**config.mk**
```make
export PLATFORM = sky130hd
export DESIGN_NAME = mdio_ctrl
export DESIGN_NICKNAME = d
export VERILOG_FILES = /design/src/rtl/mdio_pkg.sv /design/src/rtl/mdio_clkgen.sv /design/src/rtl/mdio_fsm.sv /design/src/rtl/mdio_ctrl.sv
export SDC_FILE = /design/constraint.sdc
export NUM_CORES = 1
export LEC_CHECK = 0
export BUFFER_PORTS_ARGS = -buffer_cell sky130_fd_sc_hd__buf_2
export CORE_MARGIN = 2
export CORE_UTILIZATION = 45
export CTS_BUF_LIST = sky130_fd_sc_hd__clkbuf_16
export CTS_CLUSTER_SIZE = 16
export DETAILED_ROUTE_END_ITERATION = 10
export GPL_ROUTABILITY_DRIVEN = 0
export HOLD_SLACK_MARGIN = 0.12
export PLACE_DENSITY = 0.68
export SYNTH_ARGS = -nofsm -noshare
export SYNTH_HDL_FRONTEND = slang
export SYNTH_SLANG_ARGS = --single-unit
export TNS_END_PERCENT = 30
```
**constraint.sdc**
```tcl
create_clock -name clk -period 4.6 [get_ports clk]
set_input_delay 0.92 -clock clk [delete_from_list [all_inputs] [get_ports clk]]
set_output_delay 0.92 -clock clk [all_outputs]
set_load 0.02 [all_outputs]
```
**src/rtl/mdio_pkg.sv**
```systemverilog
`timescale 1ns/1ps
package mdio_pkg;
    typedef enum logic [1:0] {
        ST_IDLE,
        ST_PREAMBLE,
        ST_HEADER,
        ST_PAYLOAD
    } mdio_state_e;

    localparam int CMD_W      = 32;
    localparam int PRE_BITS   = 32;
    localparam int FRAME_BITS = PRE_BITS + CMD_W;
    localparam int IDX_W      = $clog2(FRAME_BITS);
    localparam int TA2_IDX    = PRE_BITS + 15;
    localparam int HDR_LAST   = TA2_IDX;
    localparam int REPLY_W    = 16;
    localparam int EVT_BIT    = 23;

    localparam int ADDR_DATA  = 0;
    localparam int ADDR_EVT   = 1;
    localparam int ADDR_SPD   = 2;

    localparam logic [1:0] OP_READ = 2'b10;
endpackage

```
**src/rtl/mdio_clkgen.sv**
```systemverilog
`timescale 1ns/1ps
module mdio_clkgen #(
    parameter int DIV_W = 8
) (
    input  logic             clk,
    input  logic             rst_n,
    input  logic             run_i,
    input  logic [DIV_W-1:0] half_i,
    output logic             mdc_o,
    output logic             rise_o,
    output logic             fall_o
);
    logic [DIV_W-1:0] cnt_q;
    logic [DIV_W-1:0] lim;
    logic             tick;

    always_comb begin
        lim    = (half_i == '0) ? DIV_W'(1) : half_i;
        tick   = run_i && (cnt_q >= lim - DIV_W'(1));
        rise_o = tick && !mdc_o;
        fall_o = tick && mdc_o;
    end

    always_ff @(posedge clk or negedge rst_n) begin
        if (!rst_n) begin
            cnt_q <= '0;
            mdc_o <= 1'b0;
        end else if (!run_i) begin
            cnt_q <= '0;
            mdc_o <= 1'b0;
        end else if (tick) begin
            cnt_q <= '0;
            mdc_o <= ~mdc_o;
        end else begin
            cnt_q <= cnt_q + DIV_W'(1);
        end
    end
endmodule

```
**src/rtl/mdio_fsm.sv**
```systemverilog
`timescale 1ns/1ps
module mdio_fsm
    import mdio_pkg::*;
(
    input  logic             clk,
    input  logic             rst_n,
    input  logic             start_i,
    input  logic             rd_i,
    input  logic             rise_i,
    input  logic             fall_i,
    input  logic [CMD_W-1:0] cmd_i,
    output logic             busy_o,
    output logic             mdio_o,
    output logic             mdio_oe,
    output logic             done_o,
    output logic             cap_o
);
    mdio_state_e      st_q;
    logic [IDX_W-1:0] idx_q;
    logic [IDX_W-1:0] pos;
    logic             cmd_bit;

    // state register and bit position
    always_ff @(posedge clk or negedge rst_n) begin
        if (!rst_n) begin
            st_q  <= ST_IDLE;
            idx_q <= '0;
        end else begin
            unique case (st_q)
                ST_IDLE: begin
                    if (start_i) begin
                        st_q  <= ST_PREAMBLE;
                        idx_q <= '0;
                    end
                end
                ST_PREAMBLE: begin
                    if (fall_i) begin
                        idx_q <= idx_q + IDX_W'(1);
                        if (idx_q == IDX_W'(PRE_BITS - 1)) st_q <= ST_HEADER;
                    end
                end
                ST_HEADER: begin
                    if (fall_i) begin
                        idx_q <= idx_q + IDX_W'(1);
                        if (idx_q == IDX_W'(HDR_LAST)) st_q <= ST_PAYLOAD;
                    end
                end
                ST_PAYLOAD: begin
                    if (fall_i) begin
                        if (idx_q == IDX_W'(FRAME_BITS - 1)) begin
                            st_q  <= ST_IDLE;
                            idx_q <= '0;
                        end else begin
                            idx_q <= idx_q + IDX_W'(1);
                        end
                    end
                end
                default: st_q <= ST_IDLE;
            endcase
        end
    end

    // outputs
    always_comb begin
        pos     = IDX_W'(FRAME_BITS - 1) - idx_q;
        cmd_bit = cmd_i[pos[$clog2(CMD_W)-1:0]];
        busy_o  = (st_q != ST_IDLE);
        mdio_oe = 1'b0;
        mdio_o  = 1'b0;
        done_o  = 1'b0;
        cap_o   = 1'b0;
        unique case (st_q)
            ST_IDLE: ;
            ST_PREAMBLE: begin
                mdio_oe = 1'b1;
                mdio_o  = 1'b1;
            end
            ST_HEADER: begin
                mdio_oe = !(rd_i && idx_q == IDX_W'(TA2_IDX));
                mdio_o  = mdio_oe && cmd_bit;
            end
            ST_PAYLOAD: begin
                mdio_oe = !rd_i;
                mdio_o  = mdio_oe && cmd_bit;
                cap_o   = rd_i && rise_i;
                done_o  = fall_i && (idx_q == IDX_W'(FRAME_BITS - 1));
            end
            default: ;
        endcase
    end
endmodule

```
**src/rtl/mdio_ctrl.sv**
```systemverilog
`timescale 1ns/1ps
module mdio_ctrl
    import mdio_pkg::*;
#(
    parameter int DIV_W  = 8,
    parameter int ADDR_W = 2
) (
    input  logic              clk,
    input  logic              rst_n,
    input  logic              reg_wr,
    input  logic [ADDR_W-1:0] reg_addr,
    input  logic [31:0]       reg_wdata,
    output logic [31:0]       reg_rdata,
    output logic              mdc,
    output logic              mdio_o,
    output logic              mdio_oe,
    input  logic              mdio_i
);
    logic [CMD_W-1:0] data_q;
    logic             evt_q;
    logic [DIV_W-1:0] spd_q;
    logic             busy, start, done, cap, rise, fall, is_rd;
    logic             wr_data, wr_evt, wr_spd;

    always_comb begin
        wr_data = reg_wr && (reg_addr == ADDR_W'(ADDR_DATA));
        wr_evt  = reg_wr && (reg_addr == ADDR_W'(ADDR_EVT));
        wr_spd  = reg_wr && (reg_addr == ADDR_W'(ADDR_SPD));
        start   = wr_data && !busy;
        is_rd   = (data_q[29:28] == OP_READ);
    end

    always_ff @(posedge clk or negedge rst_n) begin
        if (!rst_n) begin
            data_q <= '0;
            evt_q  <= 1'b0;
            spd_q  <= '0;
        end else begin
            if (start)
                data_q <= reg_wdata;
            else if (cap)
                data_q[REPLY_W-1:0] <= {data_q[REPLY_W-2:0], mdio_i};
            if (done)
                evt_q <= 1'b1;
            else if (wr_evt && reg_wdata[EVT_BIT])
                evt_q <= 1'b0;
            if (wr_spd)
                spd_q <= reg_wdata[DIV_W-1:0];
        end
    end

    always_comb begin
        reg_rdata = '0;
        unique case (reg_addr)
            ADDR_W'(ADDR_DATA): reg_rdata = data_q;
            ADDR_W'(ADDR_EVT):  reg_rdata[EVT_BIT] = evt_q;
            ADDR_W'(ADDR_SPD):  reg_rdata[DIV_W-1:0] = spd_q;
            default:            reg_rdata = '0;
        endcase
    end

    mdio_clkgen #(.DIV_W(DIV_W)) u_clk (
        .clk    (clk),
        .rst_n  (rst_n),
        .run_i  (busy),
        .half_i (spd_q),
        .mdc_o  (mdc),
        .rise_o (rise),
        .fall_o (fall)
    );

    mdio_fsm u_fsm (
        .clk     (clk),
        .rst_n   (rst_n),
        .start_i (start),
        .rd_i    (is_rd),
        .rise_i  (rise),
        .fall_i  (fall),
        .cmd_i   (data_q),
        .busy_o  (busy),
        .mdio_o  (mdio_o),
        .mdio_oe (mdio_oe),
        .done_o  (done),
        .cap_o   (cap)
    );
endmodule

```
# Word level (Yosys, flattened, before mapping)
# Cells that the tools add are included.
[totals]
wordCells = 91
input_bits = 38
out_inout_bits = 35
ff_bits = 58
[classes]
eq_ne = 18
n_reduce_logical = 26
n_mux = 32
addsub = 4
bitwise = 1
order_cmp = 2
[op_table]
columns = ["op", "count"]
rows = [
  ["16-bit two-way mux", 2],
  ["8-bit two-way mux", 4],
  ["6-bit two-way mux", 4],
  ["6-bit case mux with 3 select lines", 1],
  ["8-bit case mux with 2 select lines", 1],
  ["15-bit two-way mux", 1],
  ["2-bit two-way mux", 7],
  ["2-bit by 1-bit inequality test with 1-bit output, second input constant", 7],
  ["1-bit logical AND", 13],
  ["6-bit equality test, second input constant", 2],
  ["8-bit by 1-bit adder with 8-bit output, second input constant", 1],
  ["2-bit equality test, second input constant", 4],
  ["8-bit >= comparator", 1],
  ["8-bit zero test", 1],
  ["2-bit case mux with 4 select lines", 1],
  ["8-bit by 1-bit subtractor with 8-bit output, second input constant", 1],
  ["1-bit two-way mux", 7],
  ["7-bit AND reduction", 1],
  ["6-bit by 1-bit adder with 6-bit output, second input constant", 1],
  ["6-bit by 5-bit equality test with 1-bit output, second input constant", 1],
  ["5-bit by 6-bit less-than comparator with 1-bit output, second input constant", 1],
  ["1-bit case mux with 3 select lines", 2],
  ["2-bit nonzero test", 3],
  ["1-bit binary-select mux with 5-bit select", 1],
  ["9 further kinds", 15],
]

# Longest topological paths before layout
# Gate-level depths: netlist (run 1).
[depth]
word_depth = 10
mapped_depth = 15
mapped_depth_nobuf = 13

# By module
# From an unflattened synthesis (run 1), not the netlist that was laid out.
[unflattened]
hier_cells = 329
area_unflattened_um2 = 3751.1
[by_module_without_submodules]
columns = ["mod", "cells_each", "area_per_inst_um2", "instances", "seq_area_each_um2"]
rows = [
  ["mdio_ctrl", 154, 2090.8, 1, 1026.0],
  ["mdio_fsm", 100, 912.1, 1, 200.2],
  ["mdio_clkgen", 75, 748.2, 1, 225.2],
]

# Worst setup path after synthesis (run 1)
# OpenSTA, ideal clock, no wires.
[synth_timing]
kind = "register to register"
startpoint = "register spd_q[3]"
endpoint = "register data_q[11]"
setup_slack_ns = 1.426
n_path_buf = 2
synth_period_minus_slack_ns = 3.174
arrival_time_ns = 3.048
t_required_ns = 4.474
path_stages_with_launch = 15
setup_time_ns = 0.126
path_cell_list = "dfrtp_1 clkbuf_1 nor4_1 a31oi_1 ha_1 nand2b_1 nor4_1 xnor2_1 ha_1 nand4_1 o31ai_4 and3_1 clkbuf_1 nor2_1 a221o_1"
[synth_between]
elab_chain_cells = 9
[synth_rtl]
columns = ["element", "line_no", "text"]
rows = [
  ["from (decl)", "mdio_ctrl.sv:21", "logic [DIV_W-1:0] spd_q;"],
  ["from (signal assigned)", "mdio_ctrl.sv:48", "spd_q <= reg_wdata[DIV_W-1:0];"],
  ["8-bit zero test", "mdio_clkgen.sv:18", "lim = (half_i == '0) ? DIV_W'(1) : half_i;"],
  ["8-bit two-way mux (*)", "mdio_clkgen.sv:18", ""],
  ["8-bit by 1-bit subtractor with 8-bit output (*)", "mdio_clkgen.sv:19", "tick = run_i && (cnt_q >= lim - DIV_W'(1));"],
  ["8-bit >= comparator (*)", "mdio_clkgen.sv:19", ""],
  ["1-bit logical AND (*)", "mdio_clkgen.sv:19", ""],
  ["1-bit logical AND (*)", "mdio_clkgen.sv:20", "rise_o = tick && !mdc_o;"],
  ["1-bit logical AND (*)", "mdio_fsm.sv:85", "cap_o = rd_i && rise_i;"],
  ["1-bit two-way mux (*)", "mdio_fsm.sv:72", "unique case (st_q)"],
  ["2-bit nonzero test (no source line) (*)", "-", ""],
  ["to (signal assigned)", "mdio_ctrl.sv:40", "data_q <= reg_wdata;"],
  ["to (signal, indexed assignment)", "mdio_ctrl.sv:42", "data_q[REPLY_W-1:0] <= {data_q[REPLY_W-2:0], mdio_i};"],
  ["to (decl)", "mdio_ctrl.sv:19", "logic [CMD_W-1:0] data_q;"],
]
# Every way passes the cells marked *; elsewhere a longest branch is shown, timed or not.
# A chain may end at the register's enable or synchronous reset.

# Worst setup path after layout (run 1)
[layout_timing]
startpoint = "register spd_q[3]"
endpoint = "register data_q[7]"
# Same word-level chain as after synthesis.

==> impl_summary.txt, run 1 <==
----------------------------------------------------
[Finish]
  Nets@finish ... 448
  Utilization after layout ... 55.5%
  Area growth from synthesis to layout ... 20.6%
  Count of antenna diodes in the layout ... 0
  Share of layout cells above drive strength 1 ... 26.3%

[Min path]
  Number of instances on the worst hold path ... 2
  Launch point of the worst hold path ... evt_q$_DFFE_PN0P_
  Hold Crit Class ... reg -> reg
  Hold EP ... evt_q$_DFFE_PN0P_

[Timing]
  RSZ-0062 raised after global routing ... no
  Final worst slack ... 0.920 ns
  Max-slew violation count ... 0
  Hold_ws ... 0.499 ns
  Final Hold Violating Endpoints ... 0
  Worst slew margin relative to its limit ... 42.2%
  Final-report setup violation count ... 0
  Peak Freq ... 272 MHz
  Worst setup skew after layout ... 0.0102 ns
  Worst slew pin tran ... 0.862 ns
  Final total negative setup slack ... 0 ns
  Shortest period the worst path allows ... 3.68 ns
  Share of the clock period used by the worst path after layout ... 80.0%

[Yosys]
  Proportion of synthesized flip-flops having asynchronous set or reset ... 100%
  Post-Synthesis Mean Instance Area ... 10.7 µm²
  Synthesis warning total ... 0
  Cell type with the highest aggregate area in the netlist ... sky130_fd_sc_hd__dfrtp_1
  Post-synthesis net count ... 381
  Post-synthesis instance total ... 328
  Number of register bits inferred by synthesis ... 58
  Most used standard cells in the synthesized netlist ... 58 x sky130_fd_sc_hd__dfrtp_1, 30 x sky130_fd_sc_hd__nor2_1, 25 x sky130_fd_sc_hd__mux2_1
  Most repeated cell in the gate-level netlist after synthesis ... sky130_fd_sc_hd__dfrtp_1
  Netlist cell types ... 54
  Seq/Total Area, Yosys ... 41.3%
  Number of synthesized flops with an enable pin ... 0
  Cell types occupying the most area after synthesis ... sky130_fd_sc_hd__dfrtp_1 41%, sky130_fd_sc_hd__mux2_1 8.0%, sky130_fd_sc_hd__ha_1 5.3%
  Post-Syn Area ... 3520 µm²
  Prevailing post-synth register cell ... sky130_fd_sc_hd__dfrtp_1
  Share of the synthesized area in the top cell type ... 41.3%

[Drt]
  Number of antenna-violating nets in the routed design ... 0
  Drt via density ... 5.56
  WL per Instance ... 16.6 µm
  DRC violation count after routing ... 0
  DRC marker count from the first detailed-route iteration ... 214
  Final wirelength ... 8310 µm
  Number of vias in the routed layout ... 2792
  1st-pass router iterations ... 4

[Clocking]
  Number of H-tree branching levels ... 3
  Clock Sink Count ... 58
  Total CTS buffers ... 9
  CTS Hold Bufs ... 0
  Setup repair bufs after CTS ... 0
  Clock Pin Slew Worst Setup and Hold Paths ... 0.05 ns
  Clock latency on the worst-skew pair ... 0.33 ns
  CTS root buf ... sky130_fd_sc_hd__clkbuf_16
  Clock Tree Buf Depth ... 2
  Count of cells resized by post-cts repair ... 0
  Clock tree from TritonCTS ... built

[Critical path]
  Longest individual stage delay on the worst path ... 0.47 ns
  Number of cells on the worst reg-to-reg path ... 13
  Crit path launch type ... flop
  Endpoint class of the critical path ... flop
  Worst reg2reg endpoint ... data_q[7]$_DFFE_PN0P_
  Cell at the slowest stage of the critical path ... sky130_fd_sc_hd__o21ai_1
  Type of the setup path with the least slack ... reg -> reg
  Setup slack, reg-to-reg ... 0.92 ns
  Cells along the critical path ... nor4_1 -> a31oi_1 -> ha_1 -> nand2b_1 -> nor4_1 -> xnor2_1 -> ha_1 -> nand4_1 -> o31ai_4 -> nand3_1 -> buf_4 -> o21ai_1 -> o221a_1
  Worst path required time ... 4.86 ns
  Startpoint of the worst setup timing path ... spd_q[3]$_DFFE_PN0P_
  Beginning of the worst register-to-register path ... spd_q[3]$_DFFE_PN0P_
  Worst path arrival time ... 3.94 ns
  Critical Path Fanout Max ... 13

[Global route]
  Vias in the first global route ... 2812
  First-pass GRT wire length ... 13900 µm
  Number of antenna violations at the first check in global routing ... 0
  GRT Resource Usage Total ... 21.0%
  Total congestion overflow ... 0
  Largest net degree at the start of global routing ... 32

[Power and ir drop]
  Sw power ... 0.857 mW
  Net switching fraction of the power ... 35.9%
  Post-route total power ... 2.39 mW
  Static leakage ... 2.03 nW
  Highest ir drop seen on vdd ... 0.288 mV
  Power Internal ... 1.53 mW
  Part of the total power dissipated in the clock network ... 29.2%
  Power per Cell Area ... 563 nW/µm²
  Comb power frac ... 33.8%
  Flop pwr share ... 37.0%

[Die]
  DIE AREA ... 8540 µm²
  Die Wd ... 92.4 µm
  Placeable Area ... 7650 µm²
  Effective utilization at floorplan ... 46.0%
  Row cnt ... 32
  Ports placed on the boundary ... 73
  Die Height ... 92.4 µm

[Placement]
  Port Buffer Count ... 72
  Worst slack at placement ... 0.967 ns
  Half-perimeter wire length after detailed placement ... 6050 µm

[Flow run]
  Max cap viols ... 0

[Run status]
  Result of the run ... finished clean

----------------------------------------------------
==> sequential cells by signal, indices dropped and copies added (netlist names) <==
register / cells
u_fsm.st_q: 2
evt_q: 1
u_fsm.idx_q: 6
spd_q: 8
data_q: 32
u_clk.cnt_q: 8
u_clk.mdc_o: 1
==> per-stage QoR <==
step	cell area (µm²)	instances
6_report	4240	502
5_1_grt	4240	502
4_1_cts	4240	502
3_5_place_dp	3930	486
3_3_place_gp	3930	486
2_1_floorplan	3520	328
==> cells by family after synthesis <==
family | count (synthesis) | synth area share [%]
AOI/OAI and AO/OA | 56 | 12.8
xor gates and xnor gates | 12 | 2.99
adders and majority gates | 15 | 5.33
buffers and inverters | 34 | 4.34
DFF | 58 | 41.3
muxes | 47 | 17.1
and+or+nand+nor | 106 | 16.1
==> critical path, delay by kind of cell, from the launching register on <==
family	cells	cell delay [ns]
AOI/OAI and AO/OA	4	1.40
and+or+nand+nor	5	0.85
adders and majority gates	2	0.58
DFF	1	0.45
buffers and inverters	1	0.20
xor gates and xnor gates	1	0.14
==> cell type report <==
type | instances | area, µm²
clock buffer | 9 | 225
clock inverter | 7 | 85.1
fill | 659 | 3400
inverter | 15 | 56.3
multi-input combinational | 236 | 1910
sequential | 58 | 1450
tap | 102 | 128
timing repair buffer | 75 | 383
==> routing by layer <==
metal  track usage [%]  routed length (µm)  share of wire, %
met2              33.1                3900                47
met5                 0                   0                 0
met3              3.66                 548               6.6
met1              28.3                3780                46
met4              9.33                  82              0.99
==> how the worst max path moves through the flow <==
| stage | to | slack, ns |
|---|---|---|
| finish | data_q[7]$_DFFE_PN0P_ | 0.92 |
| global route | data_q[2]$_DFFE_PN0P_ | 0.56 |
| CTS | data_q[7]$_DFFE_PN0P_ | 0.94 |
| detailed placement | data_q[1]$_DFFE_PN0P_ | 0.97 |
| global placement | data_q[3]$_DFFE_PN0P_ | 1.10 |
| floorplan | data_q[11]$_DFFE_PN0P_ | 1.43 |
==> cell usage in the layout (no fill, tap or decap), types with 3 or more instances in the layout <==
master                      Yosys  routed
sky130_fd_sc_hd__nor2_1        30      30
sky130_fd_sc_hd__o221a_1        8       8
sky130_fd_sc_hd__and3_1         6       6
sky130_fd_sc_hd__o21ai_1       11      11
sky130_fd_sc_hd__buf_4          3       3
sky130_fd_sc_hd__a31oi_1        3       3
sky130_fd_sc_hd__or3_1          9       9
sky130_fd_sc_hd__nand2b_1       5       5
sky130_fd_sc_hd__mux2_1        25      25
sky130_fd_sc_hd__clkinv_1       1       3
sky130_fd_sc_hd__nand4_1        3       3
sky130_fd_sc_hd__nand2_1        8       8
sky130_fd_sc_hd__a21oi_1        8       8
sky130_fd_sc_hd__dfrtp_1       58      58
sky130_fd_sc_hd__inv_1         13      14
sky130_fd_sc_hd__clkbuf_16      0       9
sky130_fd_sc_hd__ha_1          15      15
sky130_fd_sc_hd__buf_2          5      72
sky130_fd_sc_hd__nor3_1         8       8
sky130_fd_sc_hd__mux4_2         8       8
sky130_fd_sc_hd__nand3_1        8       8
sky130_fd_sc_hd__and2_1        18      18
sky130_fd_sc_hd__a221o_1        4       4
sky130_fd_sc_hd__mux2i_1       13      13
sky130_fd_sc_hd__xor2_1         6       6
sky130_fd_sc_hd__xnor2_1        6       6
sky130_fd_sc_hd__a22oi_1        5       5
==> power groups by stage <==
stage                     Combinational (mW)  Clock (mW)  Sequential [mW]
after floorplan                        0.673           0            0.800
after global placement                 0.789           0            0.886
after detailed placement               0.803           0            0.893
after CTS                              0.810       0.708            0.884
after global routing                   0.901       0.736            0.917
final                                  0.807       0.697            0.885
Note: power is estimated with default switching activity, not from simulation.
==> run 2: changes to the inputs <==
--- a/config.mk
+++ b/config.mk
@@ -13,7 +13,7 @@
 export DETAILED_ROUTE_END_ITERATION = 10
 export GPL_ROUTABILITY_DRIVEN = 0
 export HOLD_SLACK_MARGIN = 0.12
-export PLACE_DENSITY = 0.68
+export PLACE_DENSITY = 0.7
 export SYNTH_ARGS = -nofsm -noshare
 export SYNTH_HDL_FRONTEND = slang
 export SYNTH_SLANG_ARGS = --single-unit
==> constraint.sdc (replaced) <==
create_clock -name clk -period 3.06 [get_ports clk]
set_input_delay 0.612 -clock clk [delete_from_list [all_inputs] [get_ports clk]]
set_output_delay 0.612 -clock clk [all_outputs]
set_load 0.02 [all_outputs]
==> impl_summary.txt, run 2 (synthesis gave the netlist of run 1 again) <==
----------------------------------------------------
[Finish]
  Share of layout cells above drive strength 1 ... 32.0% (+5.7 points)
  Top register by number of flip-flops ... data_q
  Count of antenna diodes in the layout ... 0 (unchanged)
  Most frequent standard cell in the layout excluding fill and tap cells ... sky130_fd_sc_hd__buf_2
  Nets@finish ... 464 (+3.6%)
  Max reg flops ... 32 (unchanged)
  Area growth from synthesis to layout ... 24.8%
  Commonest cells after routing, fill and taps aside ... 72 x sky130_fd_sc_hd__buf_2, 57 x sky130_fd_sc_hd__dfrtp_1, 29 x sky130_fd_sc_hd__nor2_1
  Filler Cells Inserted ... 656 (-0.46%)
  Top Registers ... data_q x32, spd_q x8, u_clk.cnt_q x8

[Clocking]
  Clock latency on the worst-skew pair ... 0.32 ns (about the same)
  CTS root buf ... sky130_fd_sc_hd__clkbuf_16
  Number of H-tree branching levels ... 3 (unchanged)
  Clock tree from TritonCTS ... built
  Clock Pin Slew Worst Setup and Hold Paths ... 0.05 ns (about the same)
  Clock Tree Buf Depth ... 2 (unchanged)
  Total CTS buffers ... 9 (unchanged)
  CTS Hold Bufs ... 0 (unchanged)
  Clock Sink Count ... 58 (unchanged)

[Global route]
  GRT Resource Usage Total ... 20.8% (-0.15 points)
  Total congestion overflow ... 0 (unchanged)
  Largest net degree at the start of global routing ... 32 (unchanged)
  Vias in the first global route ... 2823 (+0.39%)
  First-pass GRT wire length ... 13800 µm (-0.50%)
  Number of antenna violations at the first check in global routing ... 0 (unchanged)

[Flow run]
  Max cap viols ... 0 (unchanged)

[Timing]
  Worst slew pin tran ... 0.736 ns (-0.126 ns)
  Shortest period the worst path allows ... 2.96 ns (-0.725 ns)
  Max-slew violation count ... 0 (unchanged)
  Worst slew margin relative to its limit ... 50.9% (+8.8 points)
  Share of the clock period used by the worst path after layout ... 96.6% (+17 points)
  Final worst slack ... 0.105 ns (-0.815 ns)
  RSZ-0062 raised after global routing ... yes
  Worst setup skew after layout ... 0.00374 ns (-0.00647 ns)
  Hold_ws ... 0.353 ns (-0.147 ns)
  Final-report setup violation count ... 0 (unchanged)
  Final Hold Violating Endpoints ... 0 (unchanged)
  Peak Freq ... 338 MHz (+25%)

[Placement]
  Half-perimeter wire length after detailed placement ... 6070 µm (+0.20%)
  Port Buffer Count ... 72 (unchanged)
  Worst slack at placement ... 0.0000666 ns (-0.967 ns)

[Die]
  Die Height ... 92.4 µm (unchanged)
  Effective utilization at floorplan ... 46.0% (unchanged)
  Die Wd ... 92.4 µm (unchanged)
  Ports placed on the boundary ... 73 (unchanged)
  Row cnt ... 32 (unchanged)
  DIE AREA ... 8540 µm² (unchanged)
  Placeable Area ... 7650 µm² (unchanged)

[Critical path]
  Number of buffer and inverter instances along the worst setup path ... 0 (-1)
  Startpoint of the worst setup timing path ... spd_q[3]$_DFFE_PN0P_
  Worst setup path end ... u_fsm.st_q[1]$_DFFE_PN0P_
  Number of cells on the worst reg-to-reg path ... 12 (-1)
  Worst path arrival time ... 3.16 ns (-0.78 ns)
  Worst path required time ... 3.27 ns (-1.59 ns)
  Critical Path Fanout Max ... 5 (-8)
  Beginning of the worst register-to-register path ... spd_q[3]$_DFFE_PN0P_
  Cells along the critical path ... nor4_4 -> a31oi_2 -> ha_2 -> nand2b_4 -> nor4_2 -> xnor2_1 -> ha_1 -> nand4_1 -> o31ai_4 -> nand3_2 -> a21oi_2 -> mux2_4
  Crit path depth ... 12 (-1)
  Type of the setup path with the least slack ... reg -> reg
  Cell family contributing the most delay on the critical path ... simple AND/OR/NAND/NOR gates
  Crit path launch type ... flop
  Endpoint class of the critical path ... flop
  Worst reg2reg endpoint ... u_fsm.st_q[1]$_DFFE_PN0P_
  Setup slack, reg-to-reg ... 0.10 ns (-0.82 ns)
  Longest individual stage delay on the worst path ... 0.41 ns (-0.06 ns)
  Cell at the slowest stage of the critical path ... sky130_fd_sc_hd__dfrtp_1

[Drt]
  Number of vias in the routed layout ... 2878 (+3.1%)
  Final wirelength ... 8400 µm (+0.97%)
  DRC marker count from the first detailed-route iteration ... 145 (-32%)
  DRC violation count after routing ... 0 (unchanged)
  1st-pass router iterations ... 5 (+1)
  Number of antenna-violating nets in the routed design ... 0 (unchanged)
  Drt via density ... 5.59 (+0.48%)
  WL per Instance ... 16.3 µm (-1.6%)

[Power and ir drop]
  Power per Cell Area ... 793 nW/µm² (+41%)
  Static leakage ... 2.09 nW (+3.2%)
  Highest ir drop seen on vdd ... 0.428 mV (+49%)

[Min path]
  Hold Crit Class ... in -> async

[Run status]
  Result of the run ... finished clean

----------------------------------------------------
==> run 2: changes by cell type in the layout (fill, tap and decap cells not counted), moves of 2 or more <==
cell,previous run,this run
sky130_fd_sc_hd__buf_4,3,17
sky130_fd_sc_hd__bufinv_16,2,0
sky130_fd_sc_hd__nand3_1,8,6
sky130_fd_sc_hd__nand3_2,0,2
sky130_fd_sc_hd__nor4_1,2,0
==> run 2: timing repair <==
action,4_1_cts,5_1_grt
buffers inserted,0,4
endpoints found under the hold margin,0,0
endpoints found under the setup margin,2,24
pin swaps,0,10
gates resized for setup,2,15
==> run 2: worst min path at each step <==
stage	to	start	cells past startpoint	slack (ns)
floorplan	data_q[0]$_DFFE_PN0P_	rst_n	0	0.32
global placement	data_q[22]$_DFFE_PN0P_	data_q[22]$_DFFE_PN0P_	1	0.48
detailed placement	data_q[18]$_DFFE_PN0P_	data_q[18]$_DFFE_PN0P_	1	0.50
CTS	data_q[16]$_DFFE_PN0P_	rst_n	1	0.37
global route	data_q[17]$_DFFE_PN0P_	rst_n	1	0.42
finish	data_q[17]$_DFFE_PN0P_	rst_n	1	0.35
==> run 2: cell type report <==
class	count	area, µm²	area share [%]
clock buffer	9	225	5.13
timing repair buffer	91	519	11.8
tap	102	128	2.91
sequential	58	1450	33.1
multi-input combinational	236	1990	45.4
inverter	15	56.3	1.28
clock inverter	4	15.0	0.342
==> run 2: power by group <==
group,internal (mW),switching [mW],total (mW)
logic,0.658,0.686,1.34
clock network,0.519,0.310,0.829
registers,1.02,0.290,1.31
==> run 2: stage by stage <==
stage	TNS [ns]	power [mW]	instance area, µm²	utilization, %	instances
after CTS	0	3.45	4300	56.2	511
final	0	3.48	4390	57.4	515
after floorplan	0	2.22	3530	-	328
after detailed placement	0	2.59	4050	52.9	498
after global routing	-0.315	3.71	4390	57.4	515
after global placement	0	2.56	4050	52.9	498
==> run 2: per-layer routing <==
layer | up-vias | routed length (µm) | global-route usage, %
met5 | - | 0 | 0
met4 | 0 | 183 | 10.1
met3 | 12 | 405 | 3.66
met2 | 85 | 3870 | 33.5
met1 | 1409 | 3930 | 27.2
li1 | 1372 | - | -
